`config.mk`:
```
export PLATFORM = sky130hd
export DESIGN_NAME = enum_periph_ctrl
export DESIGN_NICKNAME = d
export VERILOG_FILES = /design/src/rtl/enum_pkg.sv /design/src/rtl/enum_rx_decode.sv /design/src/rtl/enum_ms_timer.sv /design/src/rtl/enum_backoff_lfsr.sv /design/src/rtl/enum_periph_ctrl.sv
export SDC_FILE = /design/constraint.sdc
export NUM_CORES = 1
export LEC_CHECK = 0
export ABC_AREA = 1
export BUFFER_PORTS_ARGS = -buffer_cell sky130_fd_sc_hd__buf_4
export CELL_PAD_IN_SITES_DETAIL_PLACEMENT = 1
export CELL_PAD_IN_SITES_GLOBAL_PLACEMENT = 1
export CORE_UTILIZATION = 30
export DETAILED_ROUTE_END_ITERATION = 12
export GPL_TIMING_DRIVEN = 1
export PLACE_DENSITY_LB_ADDON = 0.1
export SLEW_MARGIN = 20
export SYNTH_ARGS = -nofsm -noshare
export SYNTH_HDL_FRONTEND = slang
export SYNTH_HIERARCHICAL = 1
export SYNTH_SLANG_ARGS = --single-unit
```
`constraint.sdc`:
```
create_clock -name clk -period 3.2 [get_ports clk]
set_input_delay 0 -clock clk [delete_from_list [all_inputs] [get_ports clk]]
set_output_delay 0 -clock clk [all_outputs]
set_load 0.01 [all_outputs]
```
`src/rtl/enum_pkg.sv`:
```
package enum_pkg;
  localparam int HADD_W = 8;
  localparam int NIB_W  = 4;

  localparam logic [NIB_W-1:0]  PADD_ENUM  = 4'hF;
  localparam logic [NIB_W-1:0]  CTL_HAIL   = 4'h9;
  localparam logic [NIB_W-1:0]  CTL_CONF   = 4'h8;
  localparam logic [NIB_W-1:0]  CTL_REQ    = 4'h4;
  localparam logic [HADD_W-1:0] HADD_BCAST = 8'h00;

  typedef enum logic [2:0] {
    ST_LISTEN,
    ST_REPLY,
    ST_CONFIRM,
    ST_BACKOFF,
    ST_WAKE,
    ST_DONE
  } enum_state_t;
endpackage

```
`src/rtl/enum_rx_decode.sv`:
```
module enum_rx_decode
  import enum_pkg::*;
#(
  parameter int ID_W = 32
) (
  input  logic              rx_valid,
  input  logic [HADD_W-1:0] rx_hadd,
  input  logic [NIB_W-1:0]  rx_ctl,
  input  logic [NIB_W-1:0]  rx_padd,
  input  logic [ID_W-1:0]   rx_pfid,
  input  logic [ID_W-1:0]   own_pfid,
  input  logic [HADD_W-1:0] stored_hadd,
  output logic              is_hail,
  output logic              is_confirm
);
  logic to_enum;

  always_comb begin
    to_enum    = rx_valid && (rx_padd == PADD_ENUM);
    is_hail    = to_enum && (rx_ctl == CTL_HAIL);
    is_confirm = to_enum && (rx_ctl == CTL_CONF) &&
                 (rx_hadd == stored_hadd) && (rx_pfid == own_pfid);
  end
endmodule

```
`src/rtl/enum_ms_timer.sv`:
```
module enum_ms_timer #(
  parameter int LIMIT = 69
) (
  input  logic clk,
  input  logic rst_n,
  input  logic clear,
  input  logic tick,
  output logic expired
);
  localparam int CW = $clog2(LIMIT + 1);

  logic [CW-1:0] cnt_q;

  always_ff @(posedge clk or negedge rst_n) begin
    if (!rst_n) begin
      cnt_q <= '0;
    end else if (clear) begin
      cnt_q <= '0;
    end else if (tick && (cnt_q != CW'(LIMIT))) begin
      cnt_q <= cnt_q + 1'b1;
    end
  end

  assign expired = (cnt_q == CW'(LIMIT));

  // a cleared window cannot report expiry in the next cycle
  p_clear_restarts_r6: assert property (@(posedge clk) disable iff (!rst_n)
    clear |=> !expired);
endmodule

```
`src/rtl/enum_backoff_lfsr.sv`:
```
module enum_backoff_lfsr #(
  parameter int W = 3
) (
  input  logic         clk,
  input  logic         rst_n,
  output logic [W-1:0] value
);
  logic [W-1:0] s_q;
  logic         fb;
  logic         low_zero;

  assign low_zero = (s_q[W-2:0] == '0);

  generate
    if (W == 3) begin : g_w3
      assign fb = s_q[2] ^ s_q[1] ^ low_zero;
    end else if (W == 4) begin : g_w4
      assign fb = s_q[3] ^ s_q[2] ^ low_zero;
    end else begin : g_wn
      assign fb = s_q[W-1] ^ s_q[0] ^ low_zero;
    end
  endgenerate

  always_ff @(posedge clk or negedge rst_n) begin
    if (!rst_n) s_q <= '0;
    else        s_q <= {s_q[W-2:0], fb};
  end

  assign value = s_q;
endmodule

```
`src/rtl/enum_periph_ctrl.sv`:
```
module enum_periph_ctrl
  import enum_pkg::*;
#(
  parameter int ID_W    = 32,
  parameter int CONF_MS = 69,
  parameter int WAKE_MS = 1000,
  parameter int BO_W    = 3
) (
  input  logic              clk,
  input  logic              rst_n,
  input  logic              ms_tick,
  input  logic              user_act,
  input  logic [ID_W-1:0]   own_pfid,
  input  logic              rx_valid,
  input  logic [HADD_W-1:0] rx_hadd,
  input  logic [NIB_W-1:0]  rx_ctl,
  input  logic [NIB_W-1:0]  rx_padd,
  input  logic [ID_W-1:0]   rx_pfid,
  output logic              tx_valid,
  input  logic              tx_ready,
  output logic [HADD_W-1:0] tx_hadd,
  output logic [NIB_W-1:0]  tx_ctl,
  output logic [NIB_W-1:0]  tx_padd,
  output logic              tx_with_id,
  output logic [HADD_W-1:0] host_addr,
  output logic              enumerated
);
  enum_state_t       state_q;
  logic [HADD_W-1:0] host_q;
  logic [BO_W-1:0]   skip_q;
  logic              armed_q;
  logic              is_hail, is_confirm;
  logic              conf_exp, wake_exp;
  logic              conf_clear, wake_clear;
  logic [BO_W-1:0]   bo_draw;

  enum_rx_decode #(.ID_W(ID_W)) u_dec (
    .rx_valid    (rx_valid),
    .rx_hadd     (rx_hadd),
    .rx_ctl      (rx_ctl),
    .rx_padd     (rx_padd),
    .rx_pfid     (rx_pfid),
    .own_pfid    (own_pfid),
    .stored_hadd (host_q),
    .is_hail     (is_hail),
    .is_confirm  (is_confirm)
  );

  assign conf_clear = (state_q != ST_CONFIRM);
  assign wake_clear = user_act || !armed_q || (state_q != ST_LISTEN);

  enum_ms_timer #(.LIMIT(CONF_MS)) u_conf_tmr (
    .clk(clk), .rst_n(rst_n), .clear(conf_clear), .tick(ms_tick), .expired(conf_exp)
  );

  enum_ms_timer #(.LIMIT(WAKE_MS)) u_wake_tmr (
    .clk(clk), .rst_n(rst_n), .clear(wake_clear), .tick(ms_tick), .expired(wake_exp)
  );

  enum_backoff_lfsr #(.W(BO_W)) u_lfsr (
    .clk(clk), .rst_n(rst_n), .value(bo_draw)
  );

  always_ff @(posedge clk or negedge rst_n) begin
    if (!rst_n) begin
      state_q <= ST_LISTEN;
      host_q  <= '0;
      skip_q  <= '0;
      armed_q <= 1'b0;
    end else begin
      case (state_q)
        ST_LISTEN: begin
          if (is_hail) begin
            host_q  <= rx_hadd;
            armed_q <= 1'b0;
            state_q <= ST_REPLY;
          end else if (user_act) begin
            armed_q <= 1'b1;
          end else if (armed_q && wake_exp) begin
            armed_q <= 1'b0;
            state_q <= ST_WAKE;
          end
        end
        ST_REPLY: begin
          if (tx_ready) state_q <= ST_CONFIRM;
        end
        ST_CONFIRM: begin
          if (conf_exp) begin
            skip_q  <= bo_draw;
            state_q <= ST_BACKOFF;
          end else if (is_confirm) begin
            state_q <= ST_DONE;
          end
        end
        ST_BACKOFF: begin
          if (is_hail) begin
            if (skip_q == '0) begin
              host_q  <= rx_hadd;
              state_q <= ST_REPLY;
            end else begin
              skip_q <= skip_q - 1'b1;
            end
          end
        end
        ST_WAKE: begin
          if (tx_ready) state_q <= ST_LISTEN;
        end
        ST_DONE: state_q <= ST_DONE;
        default: state_q <= ST_LISTEN;
      endcase
    end
  end

  always_comb begin
    tx_valid   = (state_q == ST_REPLY) || (state_q == ST_WAKE);
    tx_with_id = (state_q == ST_REPLY);
    tx_hadd    = (state_q == ST_WAKE) ? HADD_BCAST : host_q;
    tx_ctl     = CTL_REQ;
    tx_padd    = PADD_ENUM;
    host_addr  = host_q;
    enumerated = (state_q == ST_DONE);
  end

  // a stalled request keeps its header
  p_hold_stall_r9: assert property (@(posedge clk) disable iff (!rst_n)
    tx_valid && !tx_ready |=> tx_valid && $stable(tx_hadd) && $stable(tx_with_id));

  // enumeration is sticky and silences the transmitter
  p_sticky_done_r10: assert property (@(posedge clk) disable iff (!rst_n)
    enumerated |=> enumerated && !tx_valid);

  // enumeration only follows a decoded, matching confirmation
  p_enum_cause_r4: assert property (@(posedge clk) disable iff (!rst_n)
    $rose(enumerated) |-> $past(is_confirm));

  // an ID-bearing reply request is always triggered by a hail
  p_reply_cause_r2: assert property (@(posedge clk) disable iff (!rst_n)
    $rose(tx_valid) && tx_with_id |-> $past(is_hail));

  // frames for other peripheral addresses leave the listener idle
  p_other_addr_r3: assert property (@(posedge clk) disable iff (!rst_n)
    (state_q == ST_LISTEN) && rx_valid && (rx_padd != PADD_ENUM) &&
    !(armed_q && wake_exp) |=> !tx_valid);

  // the skip count never grows while backing off
  p_skip_down_r7: assert property (@(posedge clk) disable iff (!rst_n)
    (state_q == ST_BACKOFF) && ($past(state_q) == ST_BACKOFF) |->
    skip_q <= $past(skip_q));
endmodule

```
# After elaboration in Yosys (flattened, before gate mapping)
# Cells that the tools add are included.
# classes
add_sub_neg	3
n_mul	0
div_mod_pow	0
magnitude_cmp	0
n_eq_ne	25
n_shift	0
mux	26
n_bitwise	2
n_reduce_logical	25
# op_table
op	count
2-to-1 mux 3 bit	12
equality test 32 bit	1
2-to-1 mux 8 bit	4
2-to-1 mux 10 bit	2
one-hot mux 3 bit (6 select lines)	1
one-hot mux 8 bit (2 select lines)	1
2-to-1 mux 7 bit	2
inequality test 2 bit (second input constant)	7
equality test 4 bit (second input constant)	3
adder 10 x 1 -> 10 bit (second input constant)	1
equality test 10 bit (second input constant)	1
inequality test 10 bit (second input constant)	1
inequality test 3 bit (second input constant)	3
equality test 8 bit	1
logical AND 1 bit	8
AND reduction 4 bit	2
nonzero test 2 bit	4
adder 7 x 1 -> 7 bit (second input constant)	1
equality test 7 bit (second input constant)	1
inequality test 7 bit (second input constant)	1
AND reduction 7 bit	1
equality test 3 x 2 -> 1 bit (second input constant)	2
equality test 3 bit (second input constant)	2
zero test 3 bit	2
other kinds (11)	17
# word_totals
ff_bits	35
latchBits	0
ram_bits	0
rom_bits	0
word_cells	88
mem_count	0

# Longest topological paths before layout
# logic_depth
depth_word	8
ltp_mapped	17
depth_no_buf	17

# Modules after synthesis
# The synthesis kept the hierarchy.
# by_module_without_submodules
module	instances	cells_each	area_per_inst_um2	seq_area_each_um2
enum_periph_ctrl	1	151	1036.0	375.4
enum_rx_decode	1	173	755.7	0.0
enum_ms_timer at u_wake_tmr	1	94	664.4	250.2
enum_ms_timer at u_conf_tmr	1	69	479.2	175.2
enum_backoff_lfsr	1	9	98.8	75.1

# Worst setup path after synthesis
# No wires, ideal clock.
# synth_path
path_type	reg-to-reg
startpoint	reg host_q[6], in the netlist host_addr[6]
endpoint	reg state_q[0]
setup_ns	0.117
t_arrival_ns	1.445
t_required_ns	3.083
setup_slack_ns	1.638
path_stages_with_launch	17
cell_sequence	dfrtp_1 inv_1 nor2_1 nor2_1 nand2_1 nor2_1 nand2_1 nor2_1 nand2_1 nor2_2 nor2_1 nand3_1 nand2_2 nor2_2 nand2_1 nand2_1 nand2_1
# synth_via
elab_chain_cells	5
# synth_lines
element	line	rtl
start, declared	enum_periph_ctrl.sv:29	logic [HADD_W-1:0] host_q;
start signal, assigned	enum_periph_ctrl.sv:74	host_q <= rx_hadd;
start signal, assigned	enum_periph_ctrl.sv:98	host_q <= rx_hadd;
equality test 8 bit	enum_rx_decode.sv:22	(rx_hadd == stored_hadd) && (rx_pfid == own_pfid);
logical AND 1 bit	enum_rx_decode.sv:21	is_confirm = to_enum && (rx_ctl == CTL_CONF) &&
logical AND 1 bit	enum_rx_decode.sv:22	
via is_confirm	enum_periph_ctrl.sv:32	logic is_hail, is_confirm;
inequality test 3 bit (no source line)	--	
AND reduction 7 bit (no source line)	--	
end signal, assigned	enum_periph_ctrl.sv:66	state_q <= ST_LISTEN;
end signal, assigned	enum_periph_ctrl.sv:76	state_q <= ST_REPLY;
end signal, assigned	enum_periph_ctrl.sv:81	state_q <= ST_WAKE;
end, declared	enum_periph_ctrl.sv:28	enum_state_t state_q;
# The timed path passes the listed nets, and every way through them passes these cells.
# A chain may end at the register's enable or synchronous reset.

# Final worst setup path
# Ends and elaborated chain as after synthesis.

==> flow_metrics.env <==
export IMPL_status="complete, no violations"
export IMPL_ys_seq_area_share_pct=28.87
export IMPL_drt_initial_drc_count=53
export IMPL_finalPower_w=0.002030
export IMPL_drive_gt1_share_pct=23.00
export IMPL_coreArea_sq_um=9774
export IMPL_layout_common_cells="nand2_1 (174), buf_4 (104), inv_1 (97)"
export IMPL_hold_worst_slack_ns=0.01373
export IMPL_grt_max_degree=36
export IMPL_hold_violations=0
export IMPL_worstPathArrival_ns=1.99
export IMPL_vias=3327
export IMPL_critical_path_required_ns=3.38
export IMPL_grt_setup_unrepaired="no"
export IMPL_clockRootBuffer="clkbuf_8"
export IMPL_io_buffers=104
export IMPL_io_pin_count=113
export IMPL_cap_violations=0
export IMPL_crit_type="reg -> reg"
export IMPL_gp_congestion=0.8126
export IMPL_avgSynthCellArea_sq_um=6.117
export IMPL_hpwl_um=7640
export IMPL_fin_nets=704
export IMPL_dieArea_sq_um=10520
export IMPL_clk_pin_slew_worst_paths_ns=0.08
export IMPL_synth_cell_area_sq_um=3034
export IMPL_synth_async_reset_ratio_pct=100.0
export IMPL_peakVddDrop_mv=0.2496
export IMPL_drc=0
export IMPL_fmax_mhz=551.8
export IMPL_min_path_cells=4
export IMPL_h_tree_depth=2
export IMPL_cts_buffer_depth=2
export IMPL_drt_pass1_iterations=4
export IMPL_post_route_period_util_pct=56.63
export IMPL_antenna_found_initial=0
export IMPL_synth_warnings=6
export IMPL_min_period_ns=1.812
export IMPL_die_w_um=102.6
export IMPL_wirelength_um=9334
export IMPL_p_per_area_nw_per_um2=489.2
export IMPL_grt_use_total_pct=18.81
export IMPL_setup_viol=0
export IMPL_hp_class="in -> reg"
export IMPL_end_kind="flop"
export IMPL_synth_edff_count=0
export IMPL_r2r_start="host_addr[6]"
export IMPL_final_common_cell="nand2_1"
export IMPL_startpoint="host_addr[6]"
export IMPL_clk_latency_ns=0.29
export IMPL_startpoint_type="flop"
export IMPL_ant_nets=0
export IMPL_skew_ns=0.006447
export IMPL_synth_seq_cells=35
export IMPL_finalSetupTns_ns=0
export IMPL_synth_main_ff_cell="dfrtp_1"
export IMPL_dieHeight_um=102.6
export IMPL_via_per_inst=4.460
export IMPL_grt_pass1_vias=3503
export IMPL_start_util_pct=31.04
export IMPL_syn2layout_area_growth_pct=36.78
export IMPL_cts_sinks=35
export IMPL_synthCells=496
export IMPL_yosys_cell_types_count=33
export IMPL_numCtsBuffers=5
export IMPL_routedWlPerCell_um=12.51
export IMPL_grt_pass1_wl_um=15660
export IMPL_p_leak_nw=2.350
export IMPL_cts_tree="done"
export IMPL_finalMaxSlewViolations=0
export IMPL_antenna_cells=0
export IMPL_num_rows=36
export IMPL_grt_ovfl_total=0
export IMPL_crit_fanout=4
export IMPL_min_from="tx_ready"
export IMPL_rr_worst_depth=16
export IMPL_postCtsSetupRepairBufs=0
[where the power goes]
part / internal (W) / switching (W)
Combinational: 0.000402 / 0.000507
Clock: 0.000312 / 0.000171
Sequential: 0.000523 / 0.000116
[cells in the mapped netlist, types with 3 or more instances]
master   instances  area, sq um
nor3_1           3        15.01
o21ai_0         17        85.08
ha_1             6        75.07
dfrtp_1         35        875.8
inv_2            5        18.77
xor2_1           7        61.31
nor2_1          45        168.9
nand2_2          5        31.28
nand2_1        174        653.1
nand4_1         14        87.58
nand3_1         34        170.2
xnor2_1         12        105.1
inv_1           97        364.1
nor2_2           8        50.05
nand2_4          4        45.04
buf_4            8        60.06
[cells by family after synthesis]
kind of cell	count (synthesis)	synth area share (%)
and+or+nand+nor	296	42.76
buffers and inverters	114	15.59
DFF	35	28.87
AOI/OAI and AO/OA	24	4.577
xor gates and xnor gates	19	5.485
adders and majority gates	6	2.474
other	2	0.2475
[metal layers]
metal | vias up | track usage, % | routed length, um
li1 | 1703 | - | -
met1 | 1551 | 21.74 | 4003
met4 | 0 | 3.626 | 114
met3 | 10 | 2.983 | 327
met2 | 63 | 36.31 | 4889
met5 | - | 0 | 0
[sequential cells by signal, indices dropped and copies added (netlist names)]
| name | cells |
|---|---|
| host_addr | 8 |
| u_lfsr/value | 3 |
| armed_q | 1 |
| u_conf_tmr/cnt_q | 7 |
| u_wake_tmr/cnt_q | 10 |
| skip_q | 3 |
| state_q | 3 |
[worst max-delay path: stages, from the launching register on]
cell and delay, ns:
dfrtp_1 0.42, inv_1 0.10, nor2_1 0.04, nor2_1 0.08
nand2_1 0.05, nor2_1 0.12, nand2_1 0.07, nor2_1 0.09
nand2_1 0.08, nor2_2 0.11, nor2_1 0.05, nand3_1 0.10
nand2_2 0.06, nor2_2 0.14, nand2_1 0.07, nand2_1 0.06
nand2_1 0.05
[per-stage QoR]
stage | setup slack [ns] | instance area [sq um] | util [%] | std cells
6_report | 1.388 | 4150 | 42.46 | 746
5_1_grt | 1.114 | 4150 | 42.46 | 746
4_1_cts | 1.325 | 4140 | 42.36 | 745
3_5_place_dp | 1.343 | 3928 | 40.18 | 729
3_3_place_gp | 1.376 | 3928 | 40.18 | 729
2_1_floorplan | 1.638 | 3057 | - | 502
[what timing repair did]
action | in CTS | in global routing
hold buffers | 8 | 1
resized for setup | 0 | 0
hold endpoints to repair | 42 | 1
[final cells by class]
cell class,count,area (sq um)
Sequential cell,35,875.8
Fill cell,1304,5624
Clock buffer,6,72.57
Timing Repair Buffer,113,870.8
Tap cell,133,166.4
Multi-Input combinational cell,353,1708
Inverter,104,396.6
Clock inverter,2,60.06
[worst paths after layout]
path	end	slack, ns
setup / recovery	state_q[0]	1.39
hold / removal	state_q[2]	0.01
setup reg to reg	state_q[0]	1.39
hold reg to reg	u_lfsr/value[2]	0.40
max in group asynchronous	host_addr[6]	2.63
min in group asynchronous	state_q[2]	0.22
Note: power is estimated with default switching activity, not from simulation.
